===== config.mk =====
export PLATFORM = sky130hd
export DESIGN_NAME = i2c_rtc_regport
export DESIGN_NICKNAME = d
export VERILOG_FILES = /design/src/rtl/rtcport_pkg.sv /design/src/rtl/i2c_line_sampler.sv /design/src/rtl/rtc_regfile.sv /design/src/rtl/i2c_rtc_regport.sv
export SDC_FILE = /design/constraint.sdc
export NUM_CORES = 1
export LEC_CHECK = 0
export ABC_CLOCK_PERIOD_IN_PS = 3000
export BUFFER_PORTS_ARGS = -buffer_cell sky130_fd_sc_hd__buf_4
export CAP_MARGIN = 40
export CORE_MARGIN = 2
export CORE_UTILIZATION = 26
export CTS_BUF_LIST = sky130_fd_sc_hd__clkbuf_4
export CTS_CLUSTER_SIZE = 24
export DETAILED_ROUTE_END_ITERATION = 8
export GPL_ROUTABILITY_DRIVEN = 1
export GPL_TIMING_DRIVEN = 0
export PLACE_DENSITY_LB_ADDON = 0.1
export SYNTH_ARGS = -nofsm -noshare
export SYNTH_HDL_FRONTEND = slang
export SYNTH_SLANG_ARGS = --single-unit

===== constraint.sdc =====
create_clock -name clk -period 3 [get_ports clk]
set_input_delay 0.6 -clock clk [delete_from_list [all_inputs] [get_ports clk]]
set_output_delay 0.6 -clock clk [all_outputs]
set_load 0.1 [all_outputs]

===== src/rtl/rtcport_pkg.sv =====
package rtcport_pkg;
  typedef enum logic [2:0] {
    ST_IDLE,
    ST_ADDR,
    ST_ADDR_ACK,
    ST_WR,
    ST_WR_ACK,
    ST_RD,
    ST_RD_ACK
  } port_state_e;
endpackage


===== src/rtl/i2c_line_sampler.sv =====
// Synchronizes both bus lines and derives edge and bus-condition events.
module i2c_line_sampler #(
  parameter int SYNC_STAGES = 2
) (
  input  logic clk,
  input  logic rst_n,
  input  logic gate,
  input  logic scl_i,
  input  logic sda_i,
  output logic scl_lvl,
  output logic sda_lvl,
  output logic scl_rise,
  output logic scl_fall,
  output logic start_evt,
  output logic stop_evt
);
  logic [SYNC_STAGES-1:0] scl_sync, sda_sync;
  logic scl_q, sda_q;

  always_ff @(posedge clk) begin
    if (!rst_n) begin
      scl_sync <= '1;
      sda_sync <= '1;
      scl_q    <= 1'b1;
      sda_q    <= 1'b1;
    end else begin
      scl_sync <= {scl_sync[SYNC_STAGES-2:0], scl_i};
      sda_sync <= {sda_sync[SYNC_STAGES-2:0], sda_i};
      scl_q    <= scl_sync[SYNC_STAGES-1];
      sda_q    <= sda_sync[SYNC_STAGES-1];
    end
  end

  assign scl_lvl = scl_sync[SYNC_STAGES-1];
  assign sda_lvl = sda_sync[SYNC_STAGES-1];

  // Events are suppressed while the bus is gated off.
  assign scl_rise  = !gate &&  scl_lvl && !scl_q;
  assign scl_fall  = !gate && !scl_lvl &&  scl_q;
  assign start_evt = !gate &&  scl_lvl &&  scl_q &&  sda_q && !sda_lvl;
  assign stop_evt  = !gate &&  scl_lvl &&  scl_q && !sda_q &&  sda_lvl;
endmodule


===== src/rtl/rtc_regfile.sv =====
// Byte register file: one write port, one read port, full parallel image.
module rtc_regfile #(
  parameter int NUM_REGS = 8,
  parameter int DATA_W   = 8,
  localparam int PTR_W   = $clog2(NUM_REGS)
) (
  input  logic                       clk,
  input  logic                       rst_n,
  input  logic                       we,
  input  logic [PTR_W-1:0]           waddr,
  input  logic [DATA_W-1:0]          wdata,
  input  logic [PTR_W-1:0]           raddr,
  output logic [DATA_W-1:0]          rdata,
  output logic [NUM_REGS*DATA_W-1:0] image
);
  logic [DATA_W-1:0] cells [NUM_REGS];

  for (genvar k = 0; k < NUM_REGS; k++) begin : g_cell
    always_ff @(posedge clk) begin
      if (!rst_n)
        cells[k] <= '0;
      else if (we && waddr == PTR_W'(k))
        cells[k] <= wdata;
    end
    assign image[k*DATA_W +: DATA_W] = cells[k];
  end

  assign rdata = cells[raddr];
endmodule


===== src/rtl/i2c_rtc_regport.sv =====
module i2c_rtc_regport #(
  parameter int         NUM_REGS    = 8,
  parameter int         SYNC_STAGES = 2,
  parameter logic [6:0] DEV_ADDR    = 7'h68,
  localparam int        DATA_W      = 8,
  localparam int        PTR_W       = $clog2(NUM_REGS),
  localparam int        CNT_W       = $clog2(DATA_W + 1)
) (
  input  logic                       clk,
  input  logic                       rst_n,
  input  logic                       scl_i,
  input  logic                       sda_i,
  output logic                       sda_oe,
  input  logic                       pwr_fail,
  output logic [NUM_REGS*DATA_W-1:0] reg_image
);
  import rtcport_pkg::*;

  localparam logic [CNT_W-1:0] FULL = CNT_W'(DATA_W);

  logic scl_lvl, sda_lvl, scl_rise, scl_fall, start_evt, stop_evt;
  port_state_e       state;
  logic [CNT_W-1:0]  bitcnt;
  logic [DATA_W-1:0] rx_sh, tx_sh, rdata;
  logic [PTR_W-1:0]  ptr, ptr_next;
  logic              rw_bit, first_byte, master_ack;
  logic              reg_we;

  i2c_line_sampler #(.SYNC_STAGES(SYNC_STAGES)) u_sampler (
    .clk(clk), .rst_n(rst_n), .gate(pwr_fail),
    .scl_i(scl_i), .sda_i(sda_i),
    .scl_lvl(scl_lvl), .sda_lvl(sda_lvl),
    .scl_rise(scl_rise), .scl_fall(scl_fall),
    .start_evt(start_evt), .stop_evt(stop_evt)
  );

  rtc_regfile #(.NUM_REGS(NUM_REGS), .DATA_W(DATA_W)) u_regs (
    .clk(clk), .rst_n(rst_n),
    .we(reg_we), .waddr(ptr), .wdata(rx_sh),
    .raddr(ptr), .rdata(rdata), .image(reg_image)
  );

  assign ptr_next = (ptr == PTR_W'(NUM_REGS - 1)) ? '0 : ptr + 1'b1;

  // A data byte (not the pointer byte) is complete at the eighth falling SCL.
  assign reg_we = (state == ST_WR) && scl_fall && (bitcnt == FULL) && !first_byte;

  always_ff @(posedge clk) begin
    if (!rst_n) begin
      state      <= ST_IDLE;
      bitcnt     <= '0;
      rx_sh      <= '0;
      tx_sh      <= '0;
      ptr        <= '0;
      rw_bit     <= 1'b0;
      first_byte <= 1'b0;
      master_ack <= 1'b0;
      sda_oe     <= 1'b0;
    end else if (pwr_fail) begin
      state  <= ST_IDLE;
      bitcnt <= '0;
      ptr    <= '0;
      sda_oe <= 1'b0;
    end else if (start_evt) begin
      state  <= ST_ADDR;
      bitcnt <= '0;
      sda_oe <= 1'b0;
    end else if (stop_evt) begin
      state  <= ST_IDLE;
      sda_oe <= 1'b0;
    end else begin
      unique case (state)
        ST_IDLE: ;
        ST_ADDR, ST_WR: begin
          if (scl_rise) begin
            rx_sh  <= {rx_sh[DATA_W-2:0], sda_lvl};
            bitcnt <= bitcnt + 1'b1;
          end else if (scl_fall && bitcnt == FULL) begin
            if (state == ST_ADDR) begin
              if (rx_sh[DATA_W-1:1] == DEV_ADDR) begin
                sda_oe <= 1'b1;
                rw_bit <= rx_sh[0];
                state  <= ST_ADDR_ACK;
              end else begin
                state <= ST_IDLE;
              end
            end else begin
              sda_oe <= 1'b1;
              state  <= ST_WR_ACK;
              if (first_byte) begin
                ptr        <= rx_sh[PTR_W-1:0];
                first_byte <= 1'b0;
              end else begin
                ptr <= ptr_next;
              end
            end
          end
        end
        ST_ADDR_ACK: begin
          if (scl_fall) begin
            bitcnt <= '0;
            if (rw_bit) begin
              tx_sh  <= rdata;
              sda_oe <= ~rdata[DATA_W-1];
              state  <= ST_RD;
            end else begin
              sda_oe     <= 1'b0;
              first_byte <= 1'b1;
              state      <= ST_WR;
            end
          end
        end
        ST_WR_ACK: begin
          if (scl_fall) begin
            sda_oe <= 1'b0;
            bitcnt <= '0;
            state  <= ST_WR;
          end
        end
        ST_RD: begin
          if (scl_rise) begin
            bitcnt <= bitcnt + 1'b1;
          end else if (scl_fall) begin
            if (bitcnt == FULL) begin
              sda_oe <= 1'b0;
              ptr    <= ptr_next;
              state  <= ST_RD_ACK;
            end else begin
              tx_sh  <= {tx_sh[DATA_W-2:0], 1'b0};
              sda_oe <= ~tx_sh[DATA_W-2];
            end
          end
        end
        ST_RD_ACK: begin
          if (scl_rise) begin
            master_ack <= ~sda_lvl;
          end else if (scl_fall) begin
            if (master_ack) begin
              tx_sh  <= rdata;
              sda_oe <= ~rdata[DATA_W-1];
              bitcnt <= '0;
              state  <= ST_RD;
            end else begin
              state <= ST_IDLE;
            end
          end
        end
        default: state <= ST_IDLE;
      endcase
    end
  end
endmodule


==> results.tsv <==
metric	value	unit
finalNonFillerCells	752	
hold_buffers	0	
worstPathRequired	3.22	ns
crit-reg2reg-capture	u_regs.cells[2][3]	
grt_pass1_wl	21500	um
portBuffers	69	
dr.pass1.iters	9	
cts_root_buf	clkbuf_4	
grtUsageTotal	14.8	%
syn_to_final_growth	20.4	%
powerDensity	487	nW/um2
seq_area_frac_synth	55.7	%
rr_worst_depth	6	
dpl.cell_count	735	
syn-num-nets	444	
antenna_left	0	
cts.sinks	102	
htreeDepth	3	
met1_length	6490	um
critPathArrivalTime	2.84	ns
clock.fmax	0.381	GHz
cts_setup_buffers	0	
slew_headroom	52.7	%
grt_setup_unrepaired	false	
fin_area	5800	um2
viasPerCell	4.85	
worst_clock_skew	0.0279	ns
worstSetupPathType	reg2reg	
die_w	140	um
gp_congestion	0.801	
post_route_cells_drive_above_1_share	23.2	%
gr-total-overflow	0	
dieArea	19600	um2
syn_area_per_cell	11.2	um2
yosys_register_bits	102	
avgRoutedWirePerCell	19.1	um
fin_nets	530	
cts_tree	done	
die_h	140	um
startpoint_type	flop	
syn_area	4820	um2
dpl-instance-area	5660	um2
ys_types	52	
holdWs	0.297	ns
outcome	complete, but fails checks	
violations	DRC	
grt_pass1_vias	3551	
drc	7	
leakage	2.04	nW
cts_buffer_depth	2	
min_period	2.63	ns
dr_wl_met2	7020	um
rr_startpoint	u_sampler.scl_q	
crit_path_start	u_sampler.scl_q	
start_util	26.6	%
numCtsBuffers	9	
ff_latch_area	2680	um2
hpwl	10600	um
rows	49	
tightestPinTransition	0.710	ns
slew_violations	0	
pre_cts_ws	-0.0576	ns
nFillCells	1860	
drt_wl_total	14300	um
multi_input_area	1960	um2
finalPower	2.83	mW
synth_enable_flop_cells	64	
setup_ws	0.374	ns
drt_iter0_markers	192	
highest_layer	met4	
drv_cap	0	
fin_crit_sh	87.5	%
antenna_found_initial	1	
worstSkewPairLatency	0.49	ns
synthCells	431	
finalSetupViolCount	0	
min_path_type	in2reg	
crit_fanout	8	
vdd_drop_max	163	uV
final_core_util	32.1	%
clk_pin_slew	0.16	ns
core	18100	um2
endpoint	u_regs.cells[2][3]	
ioPinCount	70	
grt_start_max_net_pins	18	
cts-resized-gates	0	
end_kind	flop	
r2r_slack	0.37	ns
hold_violations	0	
ys.warnings.count	0	
synth_ff_type	edfxtp_1	
wl_met3	595	um
ys_async_sr_fraction	0	%
tns	0	ns
num_vias	3644	
-- cell usage in the layout, fill, tap and decap left out, drive strengths merged, types with 13 or more instances in the layout --
cell type	Yosys	routed
a21oi	24	24
and3	16	16
buf	9	84
clkbuf	16	26
dfxtp	38	38
edfxtp	64	64
mux4	16	16
nand2	44	44
nand2b	13	13
nand3	15	15
nor2	68	68
o21ai	16	16
-- layout make-up --
cell class              instances  share of cell area [%]
inverters                      11                   0.712
well taps                     229                    4.94
clock buffers                  10                    1.29
multi-input cells             293                    33.8
clock inverters                 6                    1.08
diodes                          1                  0.0431
flip-flops and latches        102                    46.2
repair buffers                 75                    9.62
plain buffers                  25                    2.26
-- layer usage --
layer  up-vias  global-route usage [%]
li1       1736                       -
met1      1793                    19.7
met2       102                    24.9
met3        13                    2.05
met4         0                    5.05
met5         -                       0
-- cells by family (layout without fill, tap and decap cells) --
logic type	after synthesis	in the layout	synth area share, %
other cells	0	1	0
compound gates	66	66	8.70
mux	28	28	10.0
buf+inv	36	127	3.58
simple gates	189	189	19.6
xor+xnor	2	2	0.364
fa+ha+maj	8	8	2.08
flops	102	102	55.7
-- flip-flops by register name (all words and copies together) (netlist names), 2 cells and up, named ones only --
signal              flops
u_regs.cells           64
rx_sh                   8
tx_sh                   7
bitcnt                  4
ptr                     3
state                   3
u_sampler.scl_sync      2
u_sampler.sda_sync      2
-- synth_stat cells, types with 2 or more instances --
master,n,share of area (%)
clkbuf_1,16,1.2
dfxtp_1,38,16
nand2b_1,13,1.7
nand3_1,15,1.6
a21oi_1,24,2.5
nor2_1,68,5.3
and3_1,16,2.1
nor3b_1,5,0.78
inv_1,10,0.78
nor2b_1,4,0.52
nand2_4,3,0.70
ha_1,8,2.1
o21ai_0,16,1.7
o311ai_0,2,0.36
a311oi_1,3,0.55
mux2_2,2,0.47
buf_2,3,0.31
mux4_2,16,7.5
mux2i_1,10,2.1
nor3_1,4,0.42
and2_1,4,0.52
xor2_1,2,0.36
a211oi_1,4,0.62
edfxtp_1,64,40
a22o_1,6,1.1
and3b_1,2,0.36
buf_6,4,0.93
nand2_1,41,3.2
nand4_1,2,0.26
nand3b_1,3,0.47
or3_1,2,0.26
-- report_power, final --
part	switching, mW	leakage, nW	internal (mW)
clock network	0.490	0.0721	0.263
registers	0.0335	0.914	1.53
logic	0.411	1.05	0.0945
-- critical path: stages (launching register included) --
cell,delay (ns)
dfxtp_1,0.43
or3b_1,0.35
buf_2,0.19
nor4_4,0.41
nand2_1,0.15
o21ai_0,0.57
buf_4,0.27
-- how the worst min path moves through the flow --
stage | startpoint | endpoint | cells past startpoint
final | sda_i | u_sampler.sda_sync[0] | 2
after global routing | sda_i | u_sampler.sda_sync[0] | 2
after CTS | sda_i | u_sampler.sda_sync[0] | 2
after detailed placement | u_sampler.scl_sync[0] | u_sampler.scl_sync[1] | 1
after global placement | u_sampler.sda_sync[0] | u_sampler.sda_sync[1] | 1
after floorplan | u_sampler.scl_sync[0] | u_sampler.scl_sync[1] | 1
No activity file was read; power rests on OpenSTA's default activity.
